===== config.mk =====
export PLATFORM = sky130hd
export DESIGN_NAME = qd_pow2_unit
export DESIGN_NICKNAME = d
export VERILOG_FILES = /design/src/rtl/qd_pow2_pkg.sv /design/src/rtl/qd_shift_lut.sv /design/src/rtl/qd_round_shift.sv /design/src/rtl/qd_blk_ctrl.sv /design/src/rtl/qd_pow2_unit.sv
export SDC_FILE = /design/constraint.sdc
export NUM_CORES = 1
export LEC_CHECK = 0
export ABC_AREA = 1
export BUFFER_PORTS_ARGS = -buffer_cell sky130_fd_sc_hd__buf_2
export CAP_MARGIN = 30
export CORE_ASPECT_RATIO = 1.5
export CORE_UTILIZATION = 55
export DETAILED_ROUTE_END_ITERATION = 7
export GPL_ROUTABILITY_DRIVEN = 0
export PLACE_DENSITY_LB_ADDON = 0.25
export SKIP_LAST_GASP = 1
export SYNTH_ARGS = -nofsm -noshare
export SYNTH_HDL_FRONTEND = slang
export SYNTH_SLANG_ARGS = --single-unit

===== constraint.sdc =====
create_clock -name clk -period 11 [get_ports clk]
set_input_delay 1.1 -clock clk [delete_from_list [all_inputs] [get_ports clk]]
set_output_delay 1.1 -clock clk [all_outputs]
set_load 0.02 [all_outputs]

===== src/rtl/qd_pow2_pkg.sv =====
`timescale 1ns/1ps
package qd_pow2_pkg;
   // Shift for a diagonal distance from the DC term, capped at a maximum.
   function automatic int unsigned qd_diag_shift(input int unsigned base,
                                                  input int unsigned row,
                                                  input int unsigned col,
                                                  input int unsigned cap);
      int unsigned s;
      s = base + (row + col) / 2;
      return (s > cap) ? cap : s;
   endfunction
endpackage


===== src/rtl/qd_shift_lut.sv =====
`timescale 1ns/1ps
module qd_shift_lut
   import qd_pow2_pkg::*;
#(
   parameter int unsigned BLK_DIM     = 8,
   parameter int unsigned LUMA_BASE   = 3,
   parameter int unsigned CHROMA_BASE = 4,
   parameter int unsigned SHIFT_MAX   = 7,
   localparam int unsigned NPOS  = BLK_DIM * BLK_DIM,
   localparam int unsigned POS_W = $clog2(NPOS),
   localparam int unsigned SH_W  = $clog2(SHIFT_MAX + 1)
) (
   input  logic [POS_W-1:0] pos_i,
   input  logic             chroma_i,
   output logic [SH_W-1:0]  shift_o
);
   logic [SH_W-1:0] luma_tab   [NPOS];
   logic [SH_W-1:0] chroma_tab [NPOS];

   for (genvar p = 0; p < NPOS; p++) begin : g_ent
      localparam int unsigned ROW = p / BLK_DIM;
      localparam int unsigned COL = p % BLK_DIM;
      localparam int unsigned LS  = qd_diag_shift(LUMA_BASE, ROW, COL, SHIFT_MAX);
      localparam int unsigned CS  = qd_diag_shift(CHROMA_BASE, ROW, COL, SHIFT_MAX);
      assign luma_tab[p]   = SH_W'(LS);
      assign chroma_tab[p] = SH_W'(CS);
   end

   always_comb begin
      if (chroma_i) shift_o = chroma_tab[pos_i];
      else          shift_o = luma_tab[pos_i];
   end
endmodule


===== src/rtl/qd_round_shift.sv =====
`timescale 1ns/1ps
module qd_round_shift #(
   parameter int unsigned DATA_W    = 20,
   parameter int unsigned SHIFT_MAX = 7,
   localparam int unsigned SH_W  = $clog2(SHIFT_MAX + 1),
   localparam int unsigned SUM_W = DATA_W + 2
) (
   input  logic [DATA_W-1:0] coef_i,
   input  logic [SH_W-1:0]   shift_i,
   output logic [DATA_W-1:0] level_o,
   output logic [DATA_W-1:0] recon_o
);
   localparam logic [SUM_W-1:0] POS_LIM = (SUM_W'(1) << (DATA_W - 1)) - SUM_W'(1);
   localparam logic [SUM_W-1:0] NEG_LIM = SUM_W'(1) << (DATA_W - 1);

   logic              neg;
   logic [SUM_W-1:0]  ext;
   logic [SUM_W-1:0]  mag;
   logic [SUM_W-1:0]  half;
   logic [SUM_W-1:0]  sum;
   logic [DATA_W-1:0] qmag;
   logic [SUM_W-1:0]  rmag;

   always_comb begin
      neg  = coef_i[DATA_W-1];
      ext  = {{2{coef_i[DATA_W-1]}}, coef_i};
      mag  = neg ? (~ext + SUM_W'(1)) : ext;
      half = (SUM_W'(1) << shift_i) >> 1;
      sum  = mag + half;
      qmag = DATA_W'(sum >> shift_i);
      rmag = SUM_W'(qmag) << shift_i;

      level_o = neg ? (~qmag + DATA_W'(1)) : qmag;

      if (!neg && (rmag > POS_LIM))
         recon_o = {1'b0, {(DATA_W-1){1'b1}}};
      else if (neg && (rmag > NEG_LIM))
         recon_o = {1'b1, {(DATA_W-1){1'b0}}};
      else if (neg)
         recon_o = DATA_W'(~rmag + SUM_W'(1));
      else
         recon_o = DATA_W'(rmag);
   end
endmodule


===== src/rtl/qd_blk_ctrl.sv =====
`timescale 1ns/1ps
module qd_blk_ctrl #(
   parameter int unsigned POS_W = 6
) (
   input  logic             clk,
   input  logic             rst_n,
   input  logic             valid_i,
   input  logic             chroma_i,
   output logic [POS_W-1:0] pos_o,
   output logic             chroma_eff_o,
   output logic             last_o
);
   logic [POS_W-1:0] pos_q;
   logic             chroma_q;
   logic             at_start;

   assign at_start     = (pos_q == '0);
   assign pos_o        = pos_q;
   assign chroma_eff_o = at_start ? chroma_i : chroma_q;
   assign last_o       = &pos_q;

   always_ff @(posedge clk or negedge rst_n) begin
      if (!rst_n) begin
         pos_q    <= '0;
         chroma_q <= 1'b0;
      end else if (valid_i) begin
         pos_q <= pos_q + POS_W'(1);
         if (at_start) chroma_q <= chroma_i;
      end
   end
endmodule


===== src/rtl/qd_pow2_unit.sv =====
`timescale 1ns/1ps
module qd_pow2_unit #(
   parameter int unsigned DATA_W      = 20,
   parameter int unsigned BLK_DIM     = 8,
   parameter int unsigned LUMA_BASE   = 3,
   parameter int unsigned CHROMA_BASE = 4,
   parameter int unsigned SHIFT_MAX   = 7
) (
   input  logic              clk,
   input  logic              rst_n,
   input  logic              coef_valid_i,
   input  logic [DATA_W-1:0] coef_i,
   input  logic              chroma_i,
   output logic [DATA_W-1:0] level_o,
   output logic [DATA_W-1:0] recon_o,
   output logic              valid_o,
   output logic              blk_done_o
);
   localparam int unsigned NPOS  = BLK_DIM * BLK_DIM;
   localparam int unsigned POS_W = $clog2(NPOS);
   localparam int unsigned SH_W  = $clog2(SHIFT_MAX + 1);

   if (LUMA_BASE < 1 || CHROMA_BASE < 1) begin : g_bad_base
      $error("step shifts must be at least 1");
   end
   if (LUMA_BASE > SHIFT_MAX || CHROMA_BASE > SHIFT_MAX) begin : g_bad_cap
      $error("base shift exceeds the shift cap");
   end
   if (SHIFT_MAX + 2 >= DATA_W) begin : g_bad_width
      $error("data width too small for the largest step");
   end
   if ((1 << POS_W) != NPOS) begin : g_bad_dim
      $error("block dimension must be a power of two");
   end

   logic [POS_W-1:0]  pos;
   logic              chroma_eff;
   logic              last_pos;
   logic [SH_W-1:0]   shift;
   logic [DATA_W-1:0] lvl_c;
   logic [DATA_W-1:0] rec_c;

   qd_blk_ctrl #(.POS_W(POS_W)) ctrl_i (
      .clk          (clk),
      .rst_n        (rst_n),
      .valid_i      (coef_valid_i),
      .chroma_i     (chroma_i),
      .pos_o        (pos),
      .chroma_eff_o (chroma_eff),
      .last_o       (last_pos)
   );

   qd_shift_lut #(
      .BLK_DIM     (BLK_DIM),
      .LUMA_BASE   (LUMA_BASE),
      .CHROMA_BASE (CHROMA_BASE),
      .SHIFT_MAX   (SHIFT_MAX)
   ) lut_i (
      .pos_i    (pos),
      .chroma_i (chroma_eff),
      .shift_o  (shift)
   );

   qd_round_shift #(.DATA_W(DATA_W), .SHIFT_MAX(SHIFT_MAX)) rnd_i (
      .coef_i  (coef_i),
      .shift_i (shift),
      .level_o (lvl_c),
      .recon_o (rec_c)
   );

   always_ff @(posedge clk or negedge rst_n) begin
      if (!rst_n) begin
         valid_o    <= 1'b0;
         blk_done_o <= 1'b0;
         level_o    <= '0;
         recon_o    <= '0;
      end else begin
         valid_o    <= coef_valid_i;
         blk_done_o <= coef_valid_i & last_pos;
         if (coef_valid_i) begin
            level_o <= lvl_c;
            recon_o <= rec_c;
         end
      end
   end
endmodule


==> flow_summary_export.csv <==
group,metric,value,unit
setup_path,r2r_setup_slack,4.78,ns
setup_path,reg2reg_to,"recon_o[11]",
floorplan,die_area,0.0123,mm2
cells_and_area,antenna_cells,0,
setup_path,crit_family,"simple AND/OR/NAND/NOR gates",
synth,synth_cell_types,47,
route,drt_pass1_iterations,6,
synth,synth_largest_area_cell,"nand2_1",
timing,hold_viol,0,
synth,synth_most_common_cell,"nand2_1",
global_routing,grt_pass1_vias,6519,
timing,relSlewSlack,53.8,%
timing,setup_viol,0,
setup_path,worstRegToRegCells,32,
global_routing,antenna_found_initial,0,
timing,fin_crit_sh,56.6,%
synth,synthFlopType,"dfrtp_1",
synth,yosys.area.top_type_share,21.7,%
route,vias_per_cell,5.61,
timing,rsz0062_at_grt,"no",
clock_tree,clk_pin_slew,0.07,ns
run_status,status,"finished clean",
route,ant_nets,0,
route,routedWlPerCell,13.4,um
clock_tree,cts.sinks,49,
floorplan,die_h,136,um
floorplan,num_rows,48,
global_routing,grt_max_degree,58,
global_routing,gr-usage-all-layers,28.8,%
setup_path,r2r-start,"ctrl_i.pos_o[1]",
synth,synth_warnings,0,
cells_and_area,nFillCells,1238,
place,place_hpwl,13400,um
cells_and_area,drive_gt1_share,14.4,%
setup_path,cp.arrival,6.43,ns
setup_path,critPathLaunchType,"register",
clock_tree,post_cts_buffers,0,
clock_tree,cts_tree,"done",
synth,synth_top_cells_by_area,"nand2_1 22%, dfrtp_1 19%, nand3_1 17%, nor2_1 5.0%, ha_1 4.0%",
route,drc,0,
route,vias,7271,
synth,async_reset_ff_share,100,%
setup_path,worstSetupEndpointType,"register",
cells_and_area,syn_to_final_growth,6.73,%
clock_tree,ctsHoldBuffers,0,
floorplan,start_util,56.7,%
clock_tree,h-tree-depth,2,
global_routing,grt_pass1_wl,29600,um
worst_hold_path,hold_class,"reg2reg",
clock_tree,insertion_delay,0.29,ns
synth,syn-num-nets,1161,
setup_path,crit_path_top_delay_cell,"buf_4",
clock_tree,ctsResizeCount,0,
global_routing,grt.overflow.total,0,
synth,syn_area,0.00654,mm2
timing,period_needed,6.22,ns
synth,yosys-top-cells-count,"378 x nand2_1, 217 x nand3_1, 87 x nor2_1",
setup_path,path_class,"reg2reg",
synth,yosysSeqAreaShare,18.7,%
clock_tree,cts.path.max_buffers,2,
setup_path,crit_buf_inv,4,
timing,setup_tns,0,ns
worst_hold_path,worstHoldPathCells,2,
timing,max_freq,0.161,GHz
floorplan,io-pin-count,66,
cells_and_area,regArea,0.00123,mm2
timing,finClkSkew,0.00453,ns
setup_path,crit_required,11.21,ns
cells_and_area,multi_input_area,0.00471,mm2
setup_path,worstSetupEndpoint,"recon_o[11]",
setup_path,worstPathMaxFanout,50,
route,drt_wl_total,17400,um
floorplan,die-width,91.0,um
timing,worstMarginPinSlew,0.693,ns
route,drtIter0Drc,534,
clock_tree,cts_root_buf,"clkbuf_16",
clock_tree,cts_buffers,5,
setup_path,max_stage_delay,0.47,ns
timing,maxSlewViolCount,0,
setup_path,cpMostUsedCell,"nand2_1",
cells_and_area,final_nets,1192,
setup_path,startpoint,"ctrl_i.pos_o[1]",
floorplan,design.core.area,0.0115,mm2
setup_path,path_depth,32,
place,portBuffers,65,
synth,syn_avg_cell_area,5.87,um2
synth,syn_inst,1115,
synth,yosys_register_bits,49,
synth,synth_edf_count,0,
job,max_cap_violations,0,
-- through the flow --
stage	hold WS [ns]	setup WS, ns	instance area [um2]	instances	utilization, %
floorplan	0.453	5.57	6540	1115	-
global placement	0.461	4.77	6830	1289	59.3
detailed placement	0.469	4.71	6830	1289	59.3
CTS	0.484	4.83	6980	1297	60.5
global route	0.503	4.19	6980	1297	60.5
finish	0.486	4.78	6980	1297	60.5
-- metal layers --
metal	vias up	wire length [um]	global-route usage (%)
met1	3249	7340	34.8
met5	-	0	0
met4	0	562	13.1
met3	48	756	1.85
li1	3726	-	-
met2	248	8720	52.3
-- worst register-to-register path, delay by kind of cell (launching register included) --
kind | cells | cell delay, ns
AOI/OAI and AO/OA | 2 | 0.48
buffers and inverters | 4 | 1.15
DFF | 1 | 0.46
and+or+nand+nor | 23 | 3.21
adders and majority gates | 3 | 0.83
-- worst min path at each step --
stage | startpoint | to | slack [ns]
3_5_place_dp | level_o[2] | level_o[2] | 0.47
4_1_cts | level_o[2] | level_o[2] | 0.48
2_1_floorplan | ctrl_i.chroma_q | ctrl_i.chroma_q | 0.45
6_report | level_o[7] | level_o[7] | 0.49
3_3_place_gp | level_o[7] | level_o[7] | 0.46
5_1_grt | level_o[10] | level_o[10] | 0.50
-- state kept, by name (all words and copies together), names as in the netlist --
name / cells
level_o: 20
recon_o: 20
ctrl_i.pos_o: 6
blk_done_o: 1
ctrl_i.chroma_q: 1
valid_o: 1
-- logic make-up (layout without fill, tap and decap cells) --
family,Yosys count,after routing,synth area share [%]
xor gates and xnor gates,38,38,5.09
AOI/OAI and AO/OA,95,95,8.17
and+or+nand+nor,777,777,54.4
adders and majority gates,22,22,4.32
buffers and inverters,134,166,9.30
DFF,49,49,18.7
-- cell type report --
type | count | share of cell area (%)
multi-input combinational | 932 | 67.4
sequential | 49 | 17.6
timing repair buffer | 72 | 5.41
inverter | 86 | 4.82
tap | 150 | 2.69
clock buffer | 5 | 1.79
clock inverter | 3 | 0.305
-- placed cells by master (no fill, tap or decap), types with 2 or more instances in the layout --
cell type and n:
clkbuf_16 5, nand2_1 378, o21ai_0 28, nor2_2 14
dfrtp_1 49, nand3b_1 4, buf_2 65, nand3_1 217
nor3_1 12, inv_2 17, o21ai_1 9, nor2_4 4
o22ai_1 2, nand4_1 16, o211ai_1 3, o21bai_1 2
inv_1 67, xor2_1 30, xnor2_1 8, o31ai_1 2
a31oi_1 3, nand3_2 22, nor2_1 87, a21oi_1 38
nand2_2 15, o21ai_2 3, ha_1 21, buf_4 7
Power is left out: the tool's default activity adds up to more than one toggle a clock period on the data nets, which glitch-free logic cannot reach.
